File: config.mk
export PLATFORM = sky130hd
export DESIGN_NAME = bridge_claim_decoder
export DESIGN_NICKNAME = d
export VERILOG_FILES = /design/src/rtl/bcd_pkg.sv /design/src/rtl/bcd_window_match.sv /design/src/rtl/bcd_legacy_ranges.sv /design/src/rtl/bcd_sub_timer.sv /design/src/rtl/bridge_claim_decoder.sv
export SDC_FILE = /design/constraint.sdc
export NUM_CORES = 1
export LEC_CHECK = 0
export BUFFER_PORTS_ARGS = -buffer_cell sky130_fd_sc_hd__buf_2
export CAP_MARGIN = 20
export CORE_MARGIN = 4
export CORE_UTILIZATION = 47
export CTS_CLUSTER_DIAMETER = 120
export DETAILED_ROUTE_END_ITERATION = 8
export PLACE_DENSITY = 0.94
export SYNTH_ARGS = -nofsm -noshare
export SYNTH_HDL_FRONTEND = slang
export SYNTH_SLANG_ARGS = --single-unit
File: constraint.sdc
create_clock -name clk -period 2.52 [get_ports clk]
set_clock_uncertainty 0.05 [all_clocks]
set_input_delay 0.126 -clock clk [delete_from_list [all_inputs] [get_ports clk]]
set_output_delay 0.126 -clock clk [all_outputs]
set_load 0.005 [all_outputs]
File: src/rtl/bcd_pkg.sv
package bcd_pkg;

  typedef enum logic {
    WT_IDLE = 1'b0,
    WT_RUN  = 1'b1
  } wait_state_t;

  // Offset 100h..3FFh within any 1 KB I/O block
  function automatic logic isa_alias_hole(input logic [9:0] lo10);
    return (lo10[9:8] != 2'b00);
  endfunction

  // Legacy display I/O: 3B0h..3BBh and 3C0h..3DFh, aliased on bits [9:0]
  function automatic logic vga_io_hit(input logic [9:0] lo10);
    logic mono, color;
    mono  = (lo10 >= 10'h3B0) && (lo10 <= 10'h3BB);
    color = (lo10 >= 10'h3C0) && (lo10 <= 10'h3DF);
    return mono | color;
  endfunction

endpackage

File: src/rtl/bcd_window_match.sv
module bcd_window_match #(
  parameter int W = 16
) (
  input  logic [W-1:0] lo,
  input  logic [W-1:0] hi,
  input  logic [W-1:0] value,
  output logic         hit
);
  always_comb begin
    hit = (value >= lo) && (value <= hi);
  end
endmodule

File: src/rtl/bcd_legacy_ranges.sv
module bcd_legacy_ranges #(
  parameter int ADDR_W = 64,
  parameter int IO_W   = 16
) (
  input  logic [ADDR_W-1:0] addr,
  output logic              io_short,
  output logic              hole,
  output logic              vga_io,
  output logic              vga_mem
);
  import bcd_pkg::*;

  localparam int VGA_SHIFT = 17;
  localparam logic [ADDR_W-VGA_SHIFT-1:0] VGA_MEM_TAG = 5; // A0000h..BFFFFh

  always_comb begin
    io_short = (addr[ADDR_W-1:IO_W] == '0);
    hole     = isa_alias_hole(addr[9:0]);
    vga_io   = vga_io_hit(addr[9:0]);
    vga_mem  = (addr[ADDR_W-1:VGA_SHIFT] == VGA_MEM_TAG);
  end
endmodule

File: src/rtl/bcd_sub_timer.sv
module bcd_sub_timer #(
  parameter int SUB_DELAY = 4
) (
  input  logic clk,
  input  logic rst_n,
  input  logic phase_i,   // address phase this cycle
  input  logic start_i,   // fallback eligible on this address phase
  input  logic other_i,   // another agent claimed
  output logic fire_o
);
  import bcd_pkg::*;

  localparam int CNT_W = (SUB_DELAY < 2) ? 1 : $clog2(SUB_DELAY);
  localparam logic [CNT_W-1:0] LOAD = CNT_W'(SUB_DELAY - 1);

  wait_state_t      st_q, st_d;
  logic [CNT_W-1:0] cnt_q, cnt_d;
  logic             fire_q, fire_d;

  always_comb begin
    st_d   = st_q;
    cnt_d  = cnt_q;
    fire_d = 1'b0;
    if (phase_i) begin
      if (start_i && !other_i) begin
        st_d  = WT_RUN;
        cnt_d = LOAD;
      end else begin
        st_d = WT_IDLE;
      end
    end else if (st_q == WT_RUN) begin
      if (other_i) begin
        st_d = WT_IDLE;
      end else if (cnt_q == '0) begin
        fire_d = 1'b1;
        st_d   = WT_IDLE;
      end else begin
        cnt_d = cnt_q - 1'b1;
      end
    end
  end

  always_ff @(posedge clk or negedge rst_n) begin
    if (!rst_n) begin
      st_q   <= WT_IDLE;
      cnt_q  <= '0;
      fire_q <= 1'b0;
    end else begin
      st_q   <= st_d;
      cnt_q  <= cnt_d;
      fire_q <= fire_d;
    end
  end

  assign fire_o = fire_q;

  // a claim by another agent on an edge suppresses the fallback strobe
  p_other_cancels_r7: assert property (@(posedge clk) disable iff (!rst_n)
    other_i |=> !fire_o);
  // a new address phase never lets an old wait complete
  p_phase_aborts_r11: assert property (@(posedge clk) disable iff (!rst_n)
    phase_i |=> !fire_o);
  // the strobe only leaves a running wait
  p_fire_from_wait_r7: assert property (@(posedge clk) disable iff (!rst_n)
    fire_o |-> $past(st_q == WT_RUN));
endmodule

File: src/rtl/bridge_claim_decoder.sv
module bridge_claim_decoder #(
  parameter int ADDR_W    = 64,
  parameter int IO_W      = 16,
  parameter int SUB_DELAY = 4
) (
  input  logic              clk,
  input  logic              rst_n,
  input  logic              addr_valid,
  input  logic              is_io,
  input  logic [ADDR_W-1:0] addr,
  input  logic              addr_perr,
  input  logic              other_claim,
  input  logic              mem_en,
  input  logic              io_en,
  input  logic              isa_en,
  input  logic              vga_en,
  input  logic [IO_W-1:0]   io_base,
  input  logic [IO_W-1:0]   io_limit,
  input  logic [ADDR_W-1:0] mem_base,
  input  logic [ADDR_W-1:0] mem_limit,
  output logic              claim_pos,
  output logic              claim_sub
);

  logic io_short, hole, vga_io, vga_mem;
  logic io_win_hit, mem_win_hit;
  logic pos_mem, pos_io, pos_hit;
  logic sub_ok;
  logic pos_q, pos_d;
  logic sub_fire;

  bcd_legacy_ranges #(.ADDR_W(ADDR_W), .IO_W(IO_W)) i_legacy (
    .addr     (addr),
    .io_short (io_short),
    .hole     (hole),
    .vga_io   (vga_io),
    .vga_mem  (vga_mem)
  );

  bcd_window_match #(.W(IO_W)) i_io_win (
    .lo    (io_base),
    .hi    (io_limit),
    .value (addr[IO_W-1:0]),
    .hit   (io_win_hit)
  );

  bcd_window_match #(.W(ADDR_W)) i_mem_win (
    .lo    (mem_base),
    .hi    (mem_limit),
    .value (addr),
    .hit   (mem_win_hit)
  );

  always_comb begin
    pos_mem = !is_io && mem_en && (mem_win_hit || (vga_en && vga_mem));
    pos_io  = is_io && io_en && io_short &&
              ((io_win_hit && !(isa_en && hole)) || (vga_en && vga_io));
    pos_hit = pos_mem || pos_io;
    sub_ok  = !pos_hit && !addr_perr &&
              (is_io ? (io_en && io_short) : mem_en);
    pos_d   = addr_valid && pos_hit && !addr_perr;
  end

  always_ff @(posedge clk or negedge rst_n) begin
    if (!rst_n) begin
      pos_q <= 1'b0;
    end else begin
      pos_q <= pos_d;
    end
  end

  bcd_sub_timer #(.SUB_DELAY(SUB_DELAY)) i_timer (
    .clk     (clk),
    .rst_n   (rst_n),
    .phase_i (addr_valid),
    .start_i (sub_ok),
    .other_i (other_claim),
    .fire_o  (sub_fire)
  );

  assign claim_pos = pos_q;
  assign claim_sub = sub_fire;

  // the two claim kinds never coincide
  p_claims_exclusive_r9: assert property (@(posedge clk) disable iff (!rst_n)
    !(claim_pos && claim_sub));
  // positive strobe only follows an address phase
  p_pos_after_phase_r9: assert property (@(posedge clk) disable iff (!rst_n)
    claim_pos |-> $past(addr_valid));
  // parity-damaged address is never taken positively
  p_perr_no_pos_r8: assert property (@(posedge clk) disable iff (!rst_n)
    (addr_valid && addr_perr) |=> !claim_pos);
  // memory decode needs memory enable
  p_mem_needs_en_r1: assert property (@(posedge clk) disable iff (!rst_n)
    (addr_valid && !is_io && !mem_en) |=> !claim_pos);
  // I/O decode needs I/O enable
  p_io_needs_en_r2: assert property (@(posedge clk) disable iff (!rst_n)
    (addr_valid && is_io && !io_en) |=> !claim_pos);
  // I/O beyond 16 bits is never positively taken
  p_io_short_r2: assert property (@(posedge clk) disable iff (!rst_n)
    (addr_valid && is_io && (addr[ADDR_W-1:IO_W] != '0)) |=> !claim_pos);
endmodule

==> flow_summary.toml, run 1 <==
[detailed_routing]
vias_per_cell = 5.48
vias = 5545
drc = 0
wl_um = 15800
wl_per_cell_um = 15.6
drtAntennaViolNets = 0
drt_first_iter_violations = 191
dr.pass1.iters = 4

[worst_setup_path]
cp.required_ps = 2610
critPathSlowestCell = "or4_4"
cp_slowest_stage_delay_ps = 530
crit_buf_inv = 2
path_max_fanout = 4
path_cells = "buf_2 -> inv_2 -> ha_4 -> nand4_1 -> or4_4 -> or4_4 -> nor4_4 -> a21boi_1 -> a21boi_2 -> o21ai_2 -> nor3b_2"
critPathTopFamily = "simple AND/OR/NAND/NOR gates"
start_kind = "primary input"
crit_path_end_kind = "flop"
cpMostUsedCell = "or4_4"
r2r_setup_slack_ps = 590
crit_arrival_ps = 2570
crit_type = "in -> reg"

[die]
die_x_um = 105
die_area_um2 = 11100
ios = 236
start_util = 0.483
dieHeight_um = 105
coreArea_um2 = 9200
placementRows = 35

[placement]
dp_slack_ps = -384
routabilityCongestion = 0.936
place_area_um2 = 6130
hpwl_um = 14200
numPortBuffers = 235

[synth]
synth.top_cell.area_share = 0.454
synth_flop_cell = "dfrtp_1"
ys_ff_latch = 5
synthesis.instances = 611
synth.avg_cell_area_um2 = 7.27
ys.warnings.count = 0
syn_area_um2 = 4440
synthTopCellsByCount = "inv_1 (163), ha_1 (161), a21oi_1 (57)"
ys_types = 47
synth_area_leaders = "ha_1 (45%), inv_1 (14%), a21oi_1 (6.4%), nand4_1 (4.7%), a21o_1 (3.0%)"
yosysMostFrequentCell = "inv_1"
synth-async-reset-ratio = 1.00
yosysTopAreaCell = "ha_1"
synth-edff-count = 0
synth-seq-area-share = 0.0282
synthesis.nets = 1006

[timing]
rsz0062_at_grt = "true"
max_clock_freq_ghz = 0.403
slew_viol_final = 0
max-slew-margin-rel = 0.668
period_minus_slack_ps = 2480
setup_viol = 0
fin_ws_ps = 36.7
timing.final.crit_share = 0.985
hold_viol = 0
tightestPinTransition_ps = 485
tns_ps = 0

[job]
cap_violations = 0

[clocking]
htreeDepth = 1
cts-root-buf = "clkbuf_8"
tritoncts = "yes"
clk_path_buf_depth = 2
cts_buffers = 3
clock-sinks = 5
clk_latency_ps = 220
path_clk_slew_ps = 30

[power_and_ir_drop]
ir_drop_v = 0.000108
power_density_nw_per_um2 = 194
p_leak_nw = 3.95

[layout]
drive_gt1_frac = 0.352
multi_input_area_um2 = 3850
area_growth_pct = 44.7
regArea_um2 = 125
nets = 1296
fin_util = 0.698
design_area_um2 = 6420
nFillCells = 745

[grt]
antenna_found_initial = 1
grt_max_degree = 7
grt_pass1_wl_um = 24600
grt_util_all_layers = 0.264
grt_pass1_vias = 5717
overflow = 0

[min_path]
min_path_type = "in -> reg"

[run_status]
outcome = "complete, no violations"
repair_timing:
item                       in CTS  in global routing
hold endpoints to repair        5                  0
setup endpoints to repair       4                  4
cloned                          0                  0
hold buffers                    1                  0
setup buffers                   0                  0
gates resized for setup         6                 37
pin swaps                       7                  8
flip-flops by register name (all words and copies together) (netlist names):
name and cells:
i_timer.fire_o 1, i_timer.cnt_q 2, i_timer.st_q 1, claim_pos 1
area by class of cell:
| cell class | count | area share |
|---|---|---|
| multi-input combinational | 442 | 0.600 |
| timing repair buffer | 286 | 0.256 |
| inverter | 163 | 0.0957 |
| tap | 111 | 0.0216 |
| sequential | 5 | 0.0195 |
| clock buffer | 4 | 0.00701 |
| antenna | 1 | 0.000390 |
report_power, final:
group          total [mW]  switching (mW)  internal (mW)
sequential          0.104         0.00974         0.0946
combinational       0.995           0.491          0.504
clock               0.150          0.0410          0.109
total                1.25           0.542          0.707
per-layer routing:
metal / track usage / wire length (um) / vias up
met1: 0.282 / 5870 / 2476
met2: 0.509 / 8160 / 242
li1: - / - / 2767
met4: 0.107 / 669 / 0
met5: 0 / 0 / -
met3: 0.0414 / 1120 / 60
worst reg2reg max path: stages (launching register included):
cell	delay (ps)
dfrtp_1	370
inv_1	60
ha_1	180
or4b_2	690
a31oi_1	220
o21a_1	160
o211ai_2	70
layout by cell type (no fill, tap or decap), types with 7 or more instances in the layout:
master and count:
nor4_1 13, nand4_1 33, a21o_1 18, buf_2 222, buf_6 13, ha_4 11, inv_1 155, buf_4 50
inv_2 7, nor2_1 14, a21oi_1 57, o21ai_0 15, nand3_1 21, ha_1 150, nor3_1 8, nand2_1 31
path summary, 6_finish.rpt:
| path | startpoint | to | cells past startpoint |
|---|---|---|---|
| worst max-delay path | mem_limit[61] | claim_pos | 11 |
| worst min-delay path | addr_perr | claim_pos | 2 |
| worst max register to register | i_timer.cnt_q[1] | i_timer.cnt_q[1] | 6 |
| worst min register to register | i_timer.cnt_q[0] | i_timer.cnt_q[0] | 1 |
| max in group asynchronous | rst_n | claim_pos | 2 |
| min in group asynchronous | rst_n | i_timer.st_q | 2 |
cell families after synthesis:
group / count (synthesis) / synth area share
AO/OA/AOI/OAI: 133 / 0.191
XOR/XNOR: 1 / 0.00197
adder cells (fa/ha/maj): 161 / 0.454
buffers and inverters: 164 / 0.139
flip-flops: 5 / 0.0282
multiplexers: 1 / 0.00225
AND/OR/NAND/NOR: 146 / 0.184
stage by stage:
stage               instances  power [mW]  hold slack [ps]
global placement         1006       0.992             -104
CTS                      1011        1.21             30.0
detailed placement       1006        1.04             -105
global route             1012        1.39             31.1
finish                   1012        1.25             36.2
floorplan                 611       0.588             -220
(Power assumes the default switching activity.)
==> run 2, diff against run 1 <==
--- a/config.mk
+++ b/config.mk
@@ -5,13 +5,13 @@
 export SDC_FILE = /design/constraint.sdc
 export NUM_CORES = 1
 export LEC_CHECK = 0
-export BUFFER_PORTS_ARGS = -buffer_cell sky130_fd_sc_hd__buf_2
 export CAP_MARGIN = 20
 export CORE_MARGIN = 4
-export CORE_UTILIZATION = 47
+export CORE_UTILIZATION = 60
 export CTS_CLUSTER_DIAMETER = 120
 export DETAILED_ROUTE_END_ITERATION = 8
-export PLACE_DENSITY = 0.94
+export DONT_BUFFER_PORTS = 1
+export PLACE_DENSITY = 0.87
 export SYNTH_ARGS = -nofsm -noshare
 export SYNTH_HDL_FRONTEND = slang
 export SYNTH_SLANG_ARGS = --single-unit
==> flow_summary.toml, run 2 (synthesis results as in run 1) <==
[run_status]
outcome = "complete, no violations"

[layout]
largest_reg_flops = 2
fin_util = 0.670
design_area_um2 = 4830
drive_gt1_frac = 0.0555
antennaDiodeCount = 0
largest_register = "i_timer.cnt_q"
final_cell_mix = "inv_1 (159), ha_1 (156), a21oi_1 (57), nand4_1 (33), nand2_1 (31)"
nets = 1027
final_common_cell = "inv_1"
area_growth_pct = 8.82

[timing]
max_clock_freq_ghz = 0.412
period_minus_slack_ps = 2430
hold_viol = 0
setup_viol = 0
tightestPinTransition_ps = 548
slew_viol_final = 0
whs_ps = 45.8
max-slew-margin-rel = 0.625
timing.final.crit_share = 0.964
rsz0062_at_grt = "true"

[worst_setup_path]
cpMostUsedCell = "or4_4"
r2r_setup_slack_ps = 580
r2r_cells = 6
r2r-start = "i_timer.cnt_q[0]"
r2r_end = "i_timer.cnt_q[1]"
start_kind = "primary input"
critPathSlowestCell = "or4_4"
cp_slowest_stage_delay_ps = 530
path_cells = "inv_1 -> ha_1 -> nand4_1 -> or4_4 -> or4_4 -> nor4_4 -> a21boi_1 -> a21boi_2 -> o21ai_2 -> nor3b_2"
path_max_fanout = 4
cp.required_ps = 2610
crit_path_end_kind = "flop"
crit_arrival_ps = 2520
crit_type = "in -> reg"

[grt]
grt_pass1_vias = 4889
grt_pass1_wl_um = 21100
grt_util_all_layers = 0.293
grt_max_degree = 7
antenna_found_initial = 0
overflow = 0

[detailed_routing]
wl_um = 13800
vias = 4551
drt_first_iter_violations = 185
wl_per_cell_um = 18.9
dr.pass1.iters = 5
drtAntennaViolNets = 0
drc = 0
vias_per_cell = 6.23

[die]
dieHeight_um = 94.0
die_area_um2 = 8840
placementRows = 31
ios = 236
start_util = 0.615
die_x_um = 94.0
coreArea_um2 = 7210

[clocking]
clk_path_buf_depth = 2
htreeDepth = 1
tritoncts = "yes"
clock-sinks = 5
cts-root-buf = "clkbuf_8"
cts_buffers = 3
clk_latency_ps = 230
post_cts_buffers = 0
path_clk_slew_ps = 40

[job]
cap_violations = 0

[placement]
routabilityCongestion = 0.863
place_area_um2 = 4660
hpwl_um = 12300
numPortBuffers = 0

[min_path]
whs_path_depth = 2
min_path_type = "in -> reg"
holdCritStartpoint = "addr_valid"
hold_path_end = "claim_pos"

[power_and_ir_drop]
power_density_nw_per_um2 = 195
p_leak_nw = 2.84
ir_drop_v = 0.000121
p_total_mw = 0.944
run 2: power by group:
| group | total [mW] | internal (mW) | switching [mW] |
|---|---|---|---|
| Clock | 0.156 | 0.109 | 0.0464 |
| Combinational | 0.683 | 0.326 | 0.357 |
| Sequential | 0.105 | 0.0946 | 0.0103 |
run 2: cell type report:
| type | instances | area [um2] |
|---|---|---|
| multi-input cells | 442 | 3780 |
| fillers | 600 | 2380 |
| inverters | 163 | 622 |
| repair buffers | 17 | 138 |
| flip-flops and latches | 5 | 125 |
| well taps | 99 | 124 |
| clock buffers | 4 | 45.0 |
run 2: what timing repair did:
item / 4_1_cts / 5_1_grt
hold buffers: 4 / 0
endpoints found under the setup margin: 4 / 4
pin swaps: 2 / 10
hold endpoints to repair: 7 / 0
resized for setup: 2 / 15
run 2: metrics by stage:
step	instances	setup slack [ps]	setup TNS [ps]
final	730	92.0	0
after global routing	730	-62.1	-142
after CTS	730	5.28	0
after detailed placement	722	-307	-1120
after global placement	722	-170	-606
after floorplan	611	1.30	0
run 2: worst max-delay path, delay by kind of cell:
| family | cells | cell delay (ps) |
|---|---|---|
| AND/OR/NAND/NOR | 5 | 1580 |
| AO/OA/AOI/OAI | 3 | 480 |
| adder cells (fa/ha/maj) | 1 | 310 |
| buffers and inverters | 1 | 30 |
run 2: worst max path at each step:
stage / cells after the start / slack [ps] / from / to
3_3_place_gp: 10 / -170 / mem_limit[55] / claim_pos
6_report: 10 / 90 / mem_limit[62] / claim_pos
3_5_place_dp: 10 / -310 / mem_limit[53] / claim_pos
2_1_floorplan: 10 / 1 / mem_limit[55] / i_timer.cnt_q[1]
4_1_cts: 10 / 5 / mem_limit[53] / i_timer.cnt_q[1]
5_1_grt: 10 / -60 / mem_limit[62] / claim_pos
run 2: per-layer routing:
| metal | wire length [um] | track usage |
|---|---|---|
| met1 | 5110 | 0.304 |
| met2 | 6970 | 0.562 |
| met3 | 1250 | 0.0657 |
| met4 | 488 | 0.112 |
| met5 | 0 | 0 |
==> run 3, diff against run 2 <==
--- a/config.mk
+++ b/config.mk
@@ -6,6 +6,7 @@
 export NUM_CORES = 1
 export LEC_CHECK = 0
 export CAP_MARGIN = 20
+export CORE_ASPECT_RATIO = 0.7
 export CORE_MARGIN = 4
 export CORE_UTILIZATION = 60
 export CTS_CLUSTER_DIAMETER = 120
==> flow_summary.toml, run 3 (synthesis results as in run 1) <==
[die]
start_util = 0.636
coreArea_um2 = 6980
dieHeight_um = 80.0
placementRows = 25
die_area_um2 = 8860
ios = 236
die_x_um = 111

[run_status]
outcome = "complete, no violations"

[placement]
numPortBuffers = 0
routabilityCongestion = 0.954
hpwl_um = 13000
dp_slack_ps = -281

[power_and_ir_drop]
power_density_nw_per_um2 = 200
p_leak_nw = 2.83
ir_drop_v = 0.000285
p_total_mw = 0.953

[worst_setup_path]
crit_arrival_ps = 2570
cp.required_ps = 2620
crit_type = "in -> reg"
start_kind = "primary input"
cp_slowest_stage_delay_ps = 570
r2r-start = "i_timer.cnt_q[0]"
cpMostUsedCell = "or4_4"
critPathSlowestCell = "or4_4"
critPathLaunch = "mem_limit[55]"
path_max_fanout = 3
crit_path_end_kind = "flop"
path_cells = "inv_1 -> ha_1 -> nand4_1 -> or4_4 -> or4_4 -> nor4_4 -> a21boi_1 -> a21boi_2 -> or3_1 -> o211ai_2"

[layout]
regArea_um2 = 125
antennaDiodeCount = 0
largest_register = "i_timer.cnt_q"
nets = 1024
nFillCells = 585
final_cell_mix = "inv_1 (163), ha_1 (158), a21oi_1 (57), nand4_1 (33), nand2_1 (31)"
largest_reg_flops = 2
fin_util = 0.683
final_common_cell = "inv_1"
area_growth_pct = 7.30
drive_gt1_frac = 0.0414
multi_input_area_um2 = 3750

[grt]
gr-max-usage-layer = "met2"
grt_max_degree = 7
use_met3 = 0.0803
antenna_found_initial = 0
grt_pass1_vias = 4728
grt_pass1_wl_um = 22400
use_met2 = 0.553
grt_util_all_layers = 0.306
grt_util_met1 = 0.369
overflow = 0

[timing]
setup_viol = 0
fin_ws_ps = 49.9
period_minus_slack_ps = 2470
max-slew-margin-rel = 0.627
timing.final.crit_share = 0.980
hold_viol = 0
max_clock_freq_ghz = 0.405
slew_viol_final = 0
tightestPinTransition_ps = 546

[min_path]
holdCritStartpoint = "addr_valid"
min_path_type = "in -> reg"

[detailed_routing]
drtAntennaViolNets = 0
drc = 0
drt_first_iter_violations = 244
vias_per_cell = 6.44
dr.pass1.iters = 5
vias = 4651
wl_um = 14400
wl_per_cell_um = 20.0

[clocking]
cts_buffers = 3
clk_path_buf_depth = 2
tritoncts = "yes"
clock-sinks = 5
clk_latency_ps = 230
cts-root-buf = "clkbuf_8"
path_clk_slew_ps = 40
htreeDepth = 1
post_cts_buffers = 0

[job]
cap_violations = 0
run 3: where the power goes:
part           internal (mW)  leakage [nW]  total (mW)  switching, mW
clock                  0.107        0.0255       0.159         0.0518
sequential            0.0946        0.0632       0.106         0.0110
combinational          0.319          2.74       0.688          0.369
run 3: routing by layer:
layer  vias to the layer above  part of all wire
met1                      2128              0.41
met3                        38             0.099
met4                         0             0.024
met5                         -                 0
li1                       2219                 -
met2                       266              0.47
run 3: metrics by stage:
stage                     cell area, um2  cells  TNS, ps  hold slack (ps)
after global routing                4760    722    -1.04             62.0
after detailed placement            4630    714    -1040             -219
after CTS                           4720    722        0             32.9
after global placement              4630    714     -699             -219
after floorplan                     4440    611        0             -220
final                               4760    722        0             39.0
run 3: timing repair:
action                                  in CTS  in global routing
resized for setup                            2                  4
hold buffers                                 4                  0
endpoints found under the hold margin        7                  0
endpoints found under the setup margin       4                  4
cloned                                       0                  0
pin swaps                                    0                  3
run 3: layout make-up:
class / instances / share of cell area
clock buffers: 3 / 0.00867
inverters: 163 / 0.128
well taps: 94 / 0.0247
clock inverters: 1 / 0.00105
flip-flops and latches: 5 / 0.0263
multi-input cells: 442 / 0.787
repair buffers: 14 / 0.0242
run 3: worst max-delay path: cells and delay by family:
kind,cells,cell delay [ps]
and+or+nand+nor,5,1750
buffers and inverters,1,40
AOI/OAI and AO/OA,3,350
adders and majority gates,1,290
run 3: final timing paths:
| check | endpoint | slack [ps] | depth (start not counted) |
|---|---|---|---|
| max reg2reg | i_timer.cnt_q[1] | 480 | 6 |
| min in group asynchronous | i_timer.st_q | 150 | 1 |
| max in group asynchronous | i_timer.fire_o | 2060 | 1 |
| min | claim_pos | 40 | 2 |
| max | i_timer.cnt_q[1] | 50 | 10 |
| min reg2reg | i_timer.cnt_q[0] | 450 | 1 |
